## src/rtl/caldac_pkg.sv

```systemverilog
package caldac_pkg;

   typedef enum logic [1:0] {
      SEQ_IDLE  = 2'd0,
      SEQ_SHIFT = 2'd1,
      SEQ_LATCH = 2'd2
   } seq_state_t;

   function automatic int unsigned cnt_width(input int unsigned n);
      return (n <= 1) ? 1 : $clog2(n);
   endfunction

endpackage

```

## src/rtl/caldac_phase_timer.sv

```systemverilog
module caldac_phase_timer #(
   parameter int unsigned HALF_CYC = 2
) (
   input  logic clk,
   input  logic rst_n,
   input  logic run,
   output logic tick
);
   localparam int unsigned CNT_W = caldac_pkg::cnt_width(HALF_CYC);

   initial assert (HALF_CYC >= 1) else $fatal(1, "HALF_CYC must be at least 1");

   generate
      if (HALF_CYC == 1) begin : g_every_cycle
         assign tick = run;
      end else begin : g_counter
         localparam logic [CNT_W-1:0] LAST = CNT_W'(HALF_CYC - 1);
         logic [CNT_W-1:0] cnt_q;

         always_ff @(posedge clk or negedge rst_n) begin
            if (!rst_n) begin
               cnt_q <= '0;
            end else if (!run) begin
               cnt_q <= '0;
            end else if (cnt_q == LAST) begin
               cnt_q <= '0;
            end else begin
               cnt_q <= cnt_q + 1'b1;
            end
         end

         assign tick = run && (cnt_q == LAST);


         cnt_bound_chk: assert property (@(posedge clk) disable iff (!rst_n)
            cnt_q <= LAST);
      end
   endgenerate
endmodule

```

## src/rtl/caldac_shadow.sv

```systemverilog
module caldac_shadow #(
   parameter int unsigned ADDR_W    = 4,
   parameter int unsigned DATA_W    = 8,
   parameter int unsigned NUM_CH    = 16,
   parameter logic [DATA_W-1:0] INIT_CODE = 8'h80
) (
   input  logic              clk,
   input  logic              rst_n,
   input  logic              wr_en,
   input  logic [ADDR_W-1:0] wr_addr,
   input  logic [DATA_W-1:0] wr_data,
   input  logic [ADDR_W-1:0] cmp_addr,
   output logic [DATA_W-1:0] cmp_data,
   input  logic [ADDR_W-1:0] rd_addr,
   output logic [DATA_W-1:0] rd_data
);
   localparam int unsigned SLOTS = 1 << ADDR_W;

   initial assert (NUM_CH >= 1 && NUM_CH <= SLOTS)
      else $fatal(1, "NUM_CH does not fit the address width");

   logic [DATA_W-1:0] copy_q [SLOTS];

   generate
      for (genvar s = 0; s < SLOTS; s++) begin : g_slot
         if (s < NUM_CH) begin : g_live
            always_ff @(posedge clk or negedge rst_n) begin
               if (!rst_n) begin
                  copy_q[s] <= INIT_CODE;
               end else if (wr_en && (wr_addr == ADDR_W'(s))) begin
                  copy_q[s] <= wr_data;
               end
            end
         end else begin : g_unused
            assign copy_q[s] = '0;
         end
      end
   endgenerate

   assign cmp_data = copy_q[cmp_addr];
   assign rd_data  = copy_q[rd_addr];


   copy_update_chk: assert property (@(posedge clk) disable iff (!rst_n)
      wr_en |=> (copy_q[$past(wr_addr)] == $past(wr_data)));
endmodule

```

## src/rtl/caldac_shifter.sv

```systemverilog
module caldac_shifter #(
   parameter int unsigned FRAME_W = 12
) (
   input  logic               clk,
   input  logic               rst_n,
   input  logic               load,
   input  logic [FRAME_W-1:0] frame,
   input  logic               tick,
   output logic               sclk,
   output logic               sdata,
   output logic               done,
   output logic               active
);
   localparam int unsigned BC_W = caldac_pkg::cnt_width(FRAME_W + 1);

   logic [FRAME_W-1:0] shreg_q;
   logic [BC_W-1:0]    left_q;
   logic               sclk_q;
   logic               active_q;

   always_ff @(posedge clk or negedge rst_n) begin
      if (!rst_n) begin
         shreg_q  <= '0;
         left_q   <= '0;
         sclk_q   <= 1'b0;
         active_q <= 1'b0;
      end else if (load && !active_q) begin
         shreg_q  <= frame;
         left_q   <= BC_W'(FRAME_W);
         sclk_q   <= 1'b0;
         active_q <= 1'b1;
      end else if (active_q && tick) begin
         if (!sclk_q) begin
            sclk_q <= 1'b1;
         end else begin
            sclk_q  <= 1'b0;
            shreg_q <= {shreg_q[FRAME_W-2:0], 1'b0};
            left_q  <= left_q - 1'b1;
            if (left_q == BC_W'(1)) begin
               active_q <= 1'b0;
            end
         end
      end
   end

   assign sclk   = sclk_q;
   assign sdata  = shreg_q[FRAME_W-1];
   assign active = active_q;
   assign done   = active_q && tick && sclk_q && (left_q == BC_W'(1));


   data_steady_chk: assert property (@(posedge clk) disable iff (!rst_n)
      (sclk_q && $past(sclk_q)) |-> $stable(shreg_q[FRAME_W-1]));


   bits_bound_chk: assert property (@(posedge clk) disable iff (!rst_n)
      left_q <= BC_W'(FRAME_W));


   sclk_idle_chk: assert property (@(posedge clk) disable iff (!rst_n)
      !active_q |-> !sclk_q);
endmodule

```

## src/rtl/caldac_loader.sv

```systemverilog
module caldac_loader #(
   parameter int unsigned ADDR_W   = 4,
   parameter int unsigned DATA_W   = 8,
   parameter int unsigned NUM_CH   = 16,
   parameter int unsigned HALF_CYC = 2
) (
   input  logic              clk,
   input  logic              rst_n,
   input  logic              start_i,
   input  logic [ADDR_W-1:0] addr_i,
   input  logic [DATA_W-1:0] value_i,
   input  logic [ADDR_W-1:0] rb_addr_i,
   output logic [DATA_W-1:0] rb_data_o,
   output logic              busy_o,
   output logic              sclk_o,
   output logic              sdata_o,
   output logic              load_o,
   output logic              eeprom_cs_o,
   output logic              eeprom_wp_o
);
   import caldac_pkg::*;

   localparam int unsigned FRAME_W = ADDR_W + DATA_W;
   localparam logic [DATA_W-1:0] MID_CODE = {1'b1, {(DATA_W-1){1'b0}}};
   localparam logic [ADDR_W:0]   CH_LIM   = (ADDR_W+1)'(NUM_CH);
   localparam logic [ADDR_W-1:0] LAST_CH  = ADDR_W'(NUM_CH - 1);

   initial assert (ADDR_W >= 1 && DATA_W >= 2)
      else $fatal(1, "field widths too small");

   seq_state_t        state_q;
   logic              load_q;
   logic              sweep_q;
   logic [ADDR_W-1:0] sweep_ch_q;

   logic              tick;
   logic              run;
   logic              shift_done;
   logic              shift_active;
   logic [DATA_W-1:0] cmp_data;
   logic              addr_ok;
   logic              accept;
   logic              sweep_issue;
   logic              issue;
   logic [FRAME_W-1:0] frame;

   assign addr_ok     = ({1'b0, addr_i} < CH_LIM);
   assign accept      = (state_q == SEQ_IDLE) && !sweep_q && start_i &&
                        addr_ok && (cmp_data != value_i);
   assign sweep_issue = (state_q == SEQ_IDLE) && sweep_q;
   assign issue       = accept || sweep_issue;
   assign frame       = sweep_issue ? {sweep_ch_q, MID_CODE} : {addr_i, value_i};
   assign run         = (state_q != SEQ_IDLE);

   caldac_phase_timer #(.HALF_CYC(HALF_CYC)) u_timer (
      .clk   (clk),
      .rst_n (rst_n),
      .run   (run),
      .tick  (tick)
   );

   caldac_shifter #(.FRAME_W(FRAME_W)) u_shift (
      .clk    (clk),
      .rst_n  (rst_n),
      .load   (issue),
      .frame  (frame),
      .tick   (tick && (state_q == SEQ_SHIFT)),
      .sclk   (sclk_o),
      .sdata  (sdata_o),
      .done   (shift_done),
      .active (shift_active)
   );

   caldac_shadow #(
      .ADDR_W    (ADDR_W),
      .DATA_W    (DATA_W),
      .NUM_CH    (NUM_CH),
      .INIT_CODE (MID_CODE)
   ) u_copy (
      .clk      (clk),
      .rst_n    (rst_n),
      .wr_en    (accept),
      .wr_addr  (addr_i),
      .wr_data  (value_i),
      .cmp_addr (addr_i),
      .cmp_data (cmp_data),
      .rd_addr  (rb_addr_i),
      .rd_data  (rb_data_o)
   );

   always_ff @(posedge clk or negedge rst_n) begin
      if (!rst_n) begin
         state_q    <= SEQ_IDLE;
         load_q     <= 1'b0;
         sweep_q    <= 1'b1;
         sweep_ch_q <= '0;
      end else begin
         unique case (state_q)
            SEQ_IDLE: begin
               if (issue) begin
                  state_q <= SEQ_SHIFT;
               end
            end
            SEQ_SHIFT: begin
               if (shift_done) begin
                  state_q <= SEQ_LATCH;
                  load_q  <= 1'b1;
               end
            end
            SEQ_LATCH: begin
               if (tick) begin
                  state_q <= SEQ_IDLE;
                  load_q  <= 1'b0;
                  if (sweep_q) begin
                     if (sweep_ch_q == LAST_CH) begin
                        sweep_q <= 1'b0;
                     end else begin
                        sweep_ch_q <= sweep_ch_q + 1'b1;
                     end
                  end
               end
            end
            default: begin
               state_q <= SEQ_IDLE;
               load_q  <= 1'b0;
            end
         endcase
      end
   end

   assign busy_o      = sweep_q || (state_q != SEQ_IDLE);
   assign load_o      = load_q;
   assign eeprom_cs_o = 1'b0;
   assign eeprom_wp_o = 1'b0;


   load_sclk_low_chk: assert property (@(posedge clk) disable iff (!rst_n)
      load_o |-> !sclk_o);


   load_not_shifting_chk: assert property (@(posedge clk) disable iff (!rst_n)
      load_o |-> !shift_active);


   sclk_in_busy_chk: assert property (@(posedge clk) disable iff (!rst_n)
      $rose(sclk_o) |-> busy_o);


   busy_fall_with_load_chk: assert property (@(posedge clk) disable iff (!rst_n)
      $fell(busy_o) |-> $fell(load_o));


   same_code_skip_chk: assert property (@(posedge clk) disable iff (!rst_n)
      (!busy_o && start_i && addr_ok && (rb_data_o == value_i) && (rb_addr_i == addr_i))
      |=> (!busy_o && !load_o));


   start_while_busy_chk: assert property (@(posedge clk) disable iff (!rst_n)
      (busy_o && start_i) |-> !accept);
endmodule

```

## config.mk

```make
export PLATFORM = sky130hd
export DESIGN_NAME = caldac_loader
export DESIGN_NICKNAME = d
export VERILOG_FILES = /design/src/rtl/caldac_pkg.sv /design/src/rtl/caldac_phase_timer.sv /design/src/rtl/caldac_shadow.sv /design/src/rtl/caldac_shifter.sv /design/src/rtl/caldac_loader.sv
export SDC_FILE = /design/constraint.sdc
export NUM_CORES = 1
export LEC_CHECK = 0
export ABC_AREA = 1
export BUFFER_PORTS_ARGS = -buffer_cell sky130_fd_sc_hd__buf_4
export CAP_MARGIN = 20
export CORE_UTILIZATION = 55
export CTS_BUF_LIST = sky130_fd_sc_hd__clkbuf_16
export DETAILED_ROUTE_END_ITERATION = 12
export PLACE_DENSITY = 0.77
export SLEW_MARGIN = 25
export SYNTH_ARGS = -nofsm -noshare
export SYNTH_HDL_FRONTEND = slang
export SYNTH_SLANG_ARGS = --single-unit
```

## constraint.sdc

```tcl
create_clock -name clk -period 5 [get_ports clk]
set_input_delay 0.25 -clock clk [delete_from_list [all_inputs] [get_ports clk]]
set_output_delay 0.25 -clock clk [all_outputs]
set_load 0.01 [all_outputs]
```

==> results of run 1 <==
[cell families after synthesis]
| kind of cell | Yosys count | share of synthesized area |
|---|---|---|
| simple gates | 650 | 0.3070 |
| xor+xnor | 2 | 0.002018 |
| buf+inv | 136 | 0.06832 |
| other cells | 1 | 0.0004320 |
| fa+ha+maj | 3 | 0.004324 |
| compound gates | 272 | 0.1686 |
| flops | 155 | 0.4493 |
[metrics by stage]
stage	cell area [um^2]	utilization
CTS	9434	0.6160
detailed placement	8821	0.5760
global placement	8821	0.5760
floorplan	8685	-
finish	9437	0.6162
global route	9437	0.6162
[final timing paths]
| path | to | slack, ns | depth (start not counted) |
|---|---|---|---|
| min reg2reg | u_copy.copy_q[79] | 0.48 | 2 |
| min in group clk | u_shift.shreg_q[0] | 0.11 | 3 |
| max in group asynchronous | u_copy.copy_q[107] | 3.94 | 2 |
| max reg2reg | load_o | 2.40 | 9 |
| max | u_shift.shreg_q[5] | 1.82 | 18 |
| min | u_copy.copy_q[53] | -0.07 | 1 |
[registers in the layout (all words and copies together) (netlist names)]
signal	cells
u_shift.sclk	1
u_shift.left_q	4
state_q	2
load_o	1
u_timer.g_counter.cnt_q	1
sweep_ch_q	4
u_shift.shreg_q	12
u_shift.active	1
u_copy.copy_q	128
sweep_q	1
[worst reg2reg max path: cells and delay by family (launching register included)]
kind            cells  cell delay [ns]
compound gates      1             0.09
buf+inv             3             0.99
flops               1             0.38
simple gates        5             1.08
[cell type report]
class / count / share of cell area
clock buffers: 17 / 0.04508
clock inverters: 15 / 0.01989
inverters: 55 / 0.02188
multi-input cells: 929 / 0.4442
flip-flops and latches: 155 / 0.4133
well taps: 211 / 0.02798
repair buffers: 34 / 0.02771
[layout by cell type, fill, tap and decap left out, types with 4 or more instances in the layout]
cell,count
clkbuf_16,17
nor2_4,4
a21oi_1,23
nand2_1,460
dfrtp_1,138
inv_6,4
nand2_2,17
nor2_1,73
o21ai_1,137
nand4_1,14
o211ai_1,8
nand3_1,71
inv_1,50
o21ai_0,80
o221ai_1,21
inv_2,4
buf_4,33
nor3_1,6
dfstp_2,17
[metal layers]
| layer | up-vias | part of all wire | GRT usage |
|---|---|---|---|
| met2 | 431 | 0.45 | 0.5066 |
| met1 | 3870 | 0.42 | 0.4449 |
| met5 | - | 0 | 0 |
| met3 | 69 | 0.094 | 0.07412 |
| li1 | 3947 | - | - |
| met4 | 0 | 0.035 | 0.1474 |
[power groups by stage]
| stage | combinational (uW) | sequential, uW | clock (uW) |
|---|---|---|---|
| global route | 260 | 1270 | 1420 |
| detailed placement | 233 | 1300 | 0 |
| finish | 238 | 1270 | 1360 |
| global placement | 231 | 1300 | 0 |
| floorplan | 138 | 1290 | 0 |
| CTS | 234 | 1270 | 1370 |
==> flow_summary.rst, run 1 <==
.. list-table::
   :header-rows: 1

   * - Metric
     - Value
   * - Number of standard cells after synthesis
     - roughly 1200
   * - Reg2reg start
     - u_shift.active
   * - Synthesis-stage register bit count
     - ~160
   * - Setup repair after global routing missed its margin
     - false
   * - Total number of yosys warnings
     - 0
   * - Wire length per cell
     - 17.66 um
   * - Slowest stage cell on the critical path
     - nor2_2
   * - Placed wire-length estimate after detailed placement
     - 15530 um
   * - Total number of clock tree sinks
     - between 150 and 200
   * - Core region area
     - 15310 um^2
   * - Maximum clock frequency
     - approximately 0.31 GHz
   * - Count of input and output buffers
     - 30
   * - Remaining DRCs
     - 0
   * - Net count reported at finish
     - between 1000 and 1500
   * - Area of all sequential standard cells
     - 3900 um^2
   * - Std cell rows
     - 45
   * - Wire length of the first global-routing pass
     - about 40000 um
   * - Most numerous cell types in the synthesized netlist
     - nand2_1 (460), dfrtp_1 (138), o21ai_1 (137)
   * - Post-Layout Cell Count
     - between 1000 and 1500
   * - Worst EP required
     - roughly 5.3 ns
   * - EDFF count, synth
     - 0
   * - Part of the cycle the worst path needs
     - 0.6354
   * - Total power after layout
     - roughly 2900 uW
   * - Count of cells resized by post-cts repair
     - 0
   * - Iter 0 DRT Violations
     - ~950
   * - Crit path time final
     - about 3.2 ns
   * - Switching Power
     - ~750 uW
   * - Setup Buffers After CTS
     - 0
   * - Sort of element at the start of the critical path
     - primary input
   * - Fin Setup TNS
     - 0 ns
   * - Async SR Flop Fraction
     - 1.000
   * - P&R area growth vs syn
     - 8.706%
   * - Crit-path leading delay family
     - simple AND/OR/NAND/NOR gates
   * - Peak supply drop
     - 245.9 uV
   * - Cell with the most instances after synthesis
     - nand2_1
   * - Worst slew margin
     - 0.3036
   * - Final setup violation count
     - 0
   * - Number of antenna repair diodes
     - 0
   * - Start point of the critical path
     - addr_i[1]
   * - Vias per Instance
     - slightly below 6
   * - Combined area of the multi-input logic cells
     - around 4200 um^2
   * - Via count
     - around 8300
   * - Fillers
     - 1386
   * - Worst-path cell chain
     - buf_4 -> inv_2 -> nor2_2 -> nand2_1 -> nand4_1 -> nand2_1 -> nand2_1 -> o21ai_1 -> nand2_1 -> nand2_1 -> nor2_1 -> nand2_1 -> nand2_4 -> nand2_2 -> nand2_2 -> nand2_1 -> nand2_1 -> nand2_1
   * - Number of antenna violations at the first check in global routing
     - 0
   * - Cell area after technology mapping
     - around 8700 um^2
   * - Worst setup slack after placement
     - roughly 1.5 ns
   * - Number of max-cap violations
     - 0
   * - Root Buffer
     - clkbuf_16
   * - Distinct cell type count after synthesis
     - 30
   * - Number of buffers added by the clock tree synthesis step
     - 17
   * - Gate power share
     - 0.083
   * - Share of layout cells above drive strength 1
     - 0.09295
   * - Pins over their slew limit
     - 0
   * - Die area
     - 16290 um^2
   * - I/O Pins
     - 33
   * - Data arrival time of the worst path
     - around 3.5 ns
   * - Switching share of power
     - 0.2619
   * - Critical path peak fanout
     - 46
   * - Run status
     - complete, but fails checks
   * - Routed Wire Length
     - around 25000 um
   * - Power density cells
     - 304.2 nW/um^2
   * - Clock tree from TritonCTS
     - yes
   * - Vertical extent of the die
     - roughly 130 um
   * - Final antenna-violating net count
     - 0
   * - Share of Yosys cell area claimed by the top area cell type
     - 0.3978
   * - Crit path kind
     - primary input to flip-flop
   * - Clock transition at path regs
     - approximately 0.060 ns
   * - Final clock skew
     - 0.01332 ns
   * - Cell Int Power
     - 2119 uW
   * - Initial Util
     - 0.5668
   * - Final hold violations
     - approximately 100
   * - Number of buffers on the longest clock path
     - 2
   * - Total global-route track usage
     - 0.3286
   * - Part of the Yosys area used for sequential elements
     - 0.4493
   * - Leak pwr
     - around 0.0044 uW
   * - Number of placed instances, taps included
     - between 1000 and 1500
   * - Most frequent cell on the critical path
     - nand2_1
   * - Type of destination of the critical path
     - flip-flop
   * - Part of the power in registers
     - 0.444
   * - Clock power frac
     - 0.473
   * - Tightest Hold Check Type
     - primary input to asynchronous set/reset pin
   * - Syn Area/Cell
     - 7.121 um^2
   * - Minimum hold slack
     - -0.06628 ns
   * - Measured slew at the worst slew-check pin
     - between 1 and 1.5 ns
   * - Largest stage delay on the critical path
     - 0.59 ns
   * - Worst Path Buf+Inv
     - 2
   * - Main flop type after synthesis
     - dfrtp_1
   * - Remaining global-route overflow
     - 0
   * - Hold-fix buffers, CTS
     - 0
   * - Maximum number of pins on one net before global-route repair
     - approximately 110
   * - Vias in the first global route
     - 7670
   * - Number of H-tree branching levels
     - 4
   * - Violated checks
     - negative hold slack
   * - Insertion delay to the later sink of the worst-skew pair
     - roughly 0.44 ns
   * - Chip Width
     - roughly 130 um
   * - Synth top area cells
     - dfrtp_1 (40%), nand2_1 (20%), o21ai_1 (7.9%), dfstp_2 (5.1%), o21ai_0 (4.6%)
   * - Final critical-path setup slack
     - 1.823 ns
   * - Iteration count of the initial detailed-routing pass
     - 5
   * - Final estimated routing congestion in global placement
     - roughly 0.90
   * - Top cell type by total area after synthesis
     - dfrtp_1
No activity file was read; power rests on OpenSTA's default activity.
==> run 2: changes to the inputs <==
--- a/config.mk
+++ b/config.mk
@@ -5,7 +5,7 @@
 export SDC_FILE = /design/constraint.sdc
 export NUM_CORES = 1
 export LEC_CHECK = 0
-export ABC_AREA = 1
+export ABC_AREA = 0
 export BUFFER_PORTS_ARGS = -buffer_cell sky130_fd_sc_hd__buf_4
 export CAP_MARGIN = 20
 export CORE_UTILIZATION = 55
==> constraint.sdc (replaced) <==
create_clock -name clk -period 2.95 [get_ports clk]
set_input_delay 0.1475 -clock clk [delete_from_list [all_inputs] [get_ports clk]]
set_output_delay 0.1475 -clock clk [all_outputs]
set_load 0.01 [all_outputs]
==> run 2 against run 1 <==
- the run now ends clean
- non-clock buffer count up 36
- critical path depth down 7
- worst hold slack improved by 0.18 ns
- critical endpoint is now u_copy.copy_q[4]
==> flow_summary.rst, run 2 <==
.. list-table::
   :header-rows: 1

   * - Metric
     - Value
   * - Register containing the most flip-flops in the final layout
     - u_copy.copy_q
   * - Net count reported at finish
     - roughly 670
   * - Total number of yosys warnings
     - 0
   * - Measured slew at the worst slew-check pin
     - 1.005 ns
   * - Final critical-path setup slack
     - between 0.1 and 0.15 ns
   * - Crit path kind
     - flip-flop to flip-flop
   * - Setup Buffers After CTS
     - 0
   * - Share of layout cells above drive strength 1
     - 0.5023
   * - Wire length of the first global-routing pass
     - 34260 um
   * - Final setup violation count
     - 0
   * - Async SR Flop Fraction
     - 1.000
   * - Cell area after technology mapping
     - between 8000 and 9000 um^2
   * - Final estimated routing congestion in global placement
     - about 0.86
   * - Vias per Instance
     - 6.635
   * - Vertical extent of the die
     - 126.9 um
   * - Leading cell types in the layout, fill and taps excluded
     - dfrtp_1 (138), mux2_2 (119), mux4_2 (64)
   * - Leading registers by flop count
     - u_copy.copy_q x128, u_shift.shreg_q x12
   * - Placed wire-length estimate after detailed placement
     - roughly 14000 um
   * - Most common cell after layout, fill and taps aside
     - dfrtp_1
   * - Synth top area cells
     - dfrtp_1 (40%), mux4_2 (17%), mux2_2 (16%), dfstp_2 (5.2%), mux2_4 (2.8%)
   * - Iter 0 DRT Violations
     - ~410
   * - Number of placed instances, taps included
     - between 800 and 900
   * - Routed Wire Length
     - 21050 um
   * - Count of input and output buffers
     - 30
   * - Remaining DRCs
     - 0
   * - Critical path peak fanout
     - 6
   * - Number of max-cap violations
     - 0
   * - I/O Pins
     - 33
   * - Number of antenna repair diodes
     - 0
   * - Via count
     - about 5600
   * - Run status
     - complete, no violations
   * - Part of the cycle the worst path needs
     - 0.9626
   * - Insertion delay to the later sink of the worst-skew pair
     - 0.43 ns
   * - Final hold violations
     - 0
   * - Worst EP required
     - ~3.3 ns
   * - Std cell rows
     - 45
   * - Top cell type by total area after synthesis
     - dfrtp_1
   * - Synthesis-stage register bit count
     - about 160
   * - Worst setup slack after placement
     - -0.1246 ns
   * - Peak supply drop
     - 411.4 uV
   * - Power density cells
     - 541.2 nW/um^2
   * - Total global-route track usage
     - 0.2858
   * - Setup repair after global routing missed its margin
     - false
   * - Vias in the first global route
     - approximately 6100
   * - P&R area growth vs syn
     - 14.46%
   * - Root Buffer
     - clkbuf_16
   * - Number of standard cells after synthesis
     - 606
   * - Part of the Yosys area used for sequential elements
     - 0.4544
   * - Number of H-tree branching levels
     - 4
   * - Main flop type after synthesis
     - dfrtp_1
   * - Crit path time final
     - about 2.8 ns
   * - Distinct cell type count after synthesis
     - between 50 and 60
   * - Remaining global-route overflow
     - 0
   * - Tightest Hold Check Type
     - primary input to flip-flop
   * - Clock tree from TritonCTS
     - yes
   * - EDFF count, synth
     - 0
   * - Final antenna-violating net count
     - 0
   * - Final clock skew
     - ~0.017 ns
   * - Sort of element at the start of the critical path
     - flip-flop
   * - Total number of clock tree sinks
     - ~160
   * - Number of antenna violations at the first check in global routing
     - 0
   * - Share of Yosys cell area claimed by the top area cell type
     - 0.4023
   * - Clock transition at path regs
     - 0.06 ns
   * - Maximum number of pins on one net before global-route repair
     - 65
   * - Most numerous cell types in the synthesized netlist
     - dfrtp_1 (138), mux2_2 (119), mux4_2 (64)
   * - Initial Util
     - 0.5646
   * - Iteration count of the initial detailed-routing pass
     - 5
   * - Core region area
     - between 15000 and 20000 um^2
   * - Wire length per cell
     - 24.85 um
   * - Data arrival time of the worst path
     - 3.14 ns
   * - Number of buffers added by the clock tree synthesis step
     - 17
   * - Worst slew margin
     - 0.3288
   * - Cell with the most instances after synthesis
     - dfrtp_1
   * - Chip Width
     - between 100 and 150 um
   * - Leak pwr
     - 0.004363 uW
   * - Number of buffers on the longest clock path
     - 2
   * - Syn Area/Cell
     - roughly 14 um^2
   * - Maximum clock frequency
     - ~0.35 GHz
   * - Pins over their slew limit
     - 0
   * - Post-Layout Cell Count
     - about 850
   * - Type of destination of the critical path
     - flip-flop
   * - Flip-flop count of the largest register, all copies and words added
     - roughly 130
   * - Die area
     - between 15000 and 20000 um^2
run 2: changes by cell type in the layout (fill, tap and decap cells not counted), sizes merged, moves of 36 or more:
| cell | change |
|---|---|
| nand2 | -437 |
| o21ai | -211 |
| mux2 | +141 |
| mux4 | +64 |
| nor2 | -62 |
| nand3 | -58 |
| inv | -46 |
| buf | +36 |
run 2: power by group:
group          internal [uW]  switching [uW]  leakage, uW  total [uW]
Combinational            346             421      0.00203         767
Sequential              2300             140      0.00206        2440
Clock                   1230             877     0.000275        2110
run 2: kinds of logic after synthesis:
group                      after synthesis  synth area share
AOI/OAI and AO/OA                       40           0.03411
xor gates and xnor gates                18           0.01837
adders and majority gates                3          0.004374
buffers and inverters                   58           0.03396
DFF                                    155            0.4544
muxes                                  218            0.3751
other                                    1         0.0004369
and+or+nand+nor                        113           0.07930
run 2: what timing repair did:
action	4_1_cts	5_1_grt
endpoints found under the hold margin	59	0
gates resized for setup	0	7
hold buffers	1	0
endpoints found under the setup margin	0	62
run 2: final timing paths:
check	start	to	slack (ns)	depth (start not counted)
setup / recovery	u_copy.copy_q[40]	u_copy.copy_q[4]	0.11	11
hold / removal	value_i[0]	u_shift.shreg_q[0]	0.11	3
setup reg to reg	u_copy.copy_q[40]	u_copy.copy_q[4]	0.11	11
hold reg to reg	load_o	load_o	0.49	2
max in group asynchronous	rst_n	u_copy.copy_q[68]	1.79	3
min in group asynchronous	rst_n	u_copy.copy_q[51]	0.25	2
run 2: per-stage QoR:
step / util / total power, uW / setup TNS, ns / area (um^2) / hold slack [ns]
floorplan: - / 2970 / 0 / 8587 / -0.1481
detailed placement: 0.6065 / 3234 / -5.169 / 9220 / 0.1783
global route: 0.6463 / 5529 / 0 / 9824 / 0.1151
global placement: 0.6065 / 3194 / -0.6704 / 9220 / 0.1603
CTS: 0.6442 / 5339 / 0 / 9793 / 0.08502
finish: 0.6463 / 5317 / 0 / 9824 / 0.1103
run 2: cell type report:
class                      count  area [um^2]
clock buffer                  17        425.4
clock inverter                15        137.6
fill                        1103         5378
inverter                       8        30.03
multi-input combinational    394         4423
sequential                   155         3900
tap                          188        235.2
timing repair buffer          70        673.1
run 2: layer usage:
metal / track usage / share of wire
met5: 0 / 0
met1: 0.3755 / 0.42
met3: 0.06495 / 0.060
met2: 0.4719 / 0.50
met4: 0.09664 / 0.020
run 2: critical path: stages (launching register included):
cell	delay (ns)
dfrtp_1	0.40
mux4_2	0.47
a22oi_1	0.27
nand3_1	0.15
xnor2_1	0.14
nand4_1	0.15
buf_4	0.16
a21oi_4	0.04
buf_12	0.14
nor3b_4	0.30
buf_4	0.18
mux2_2	0.33
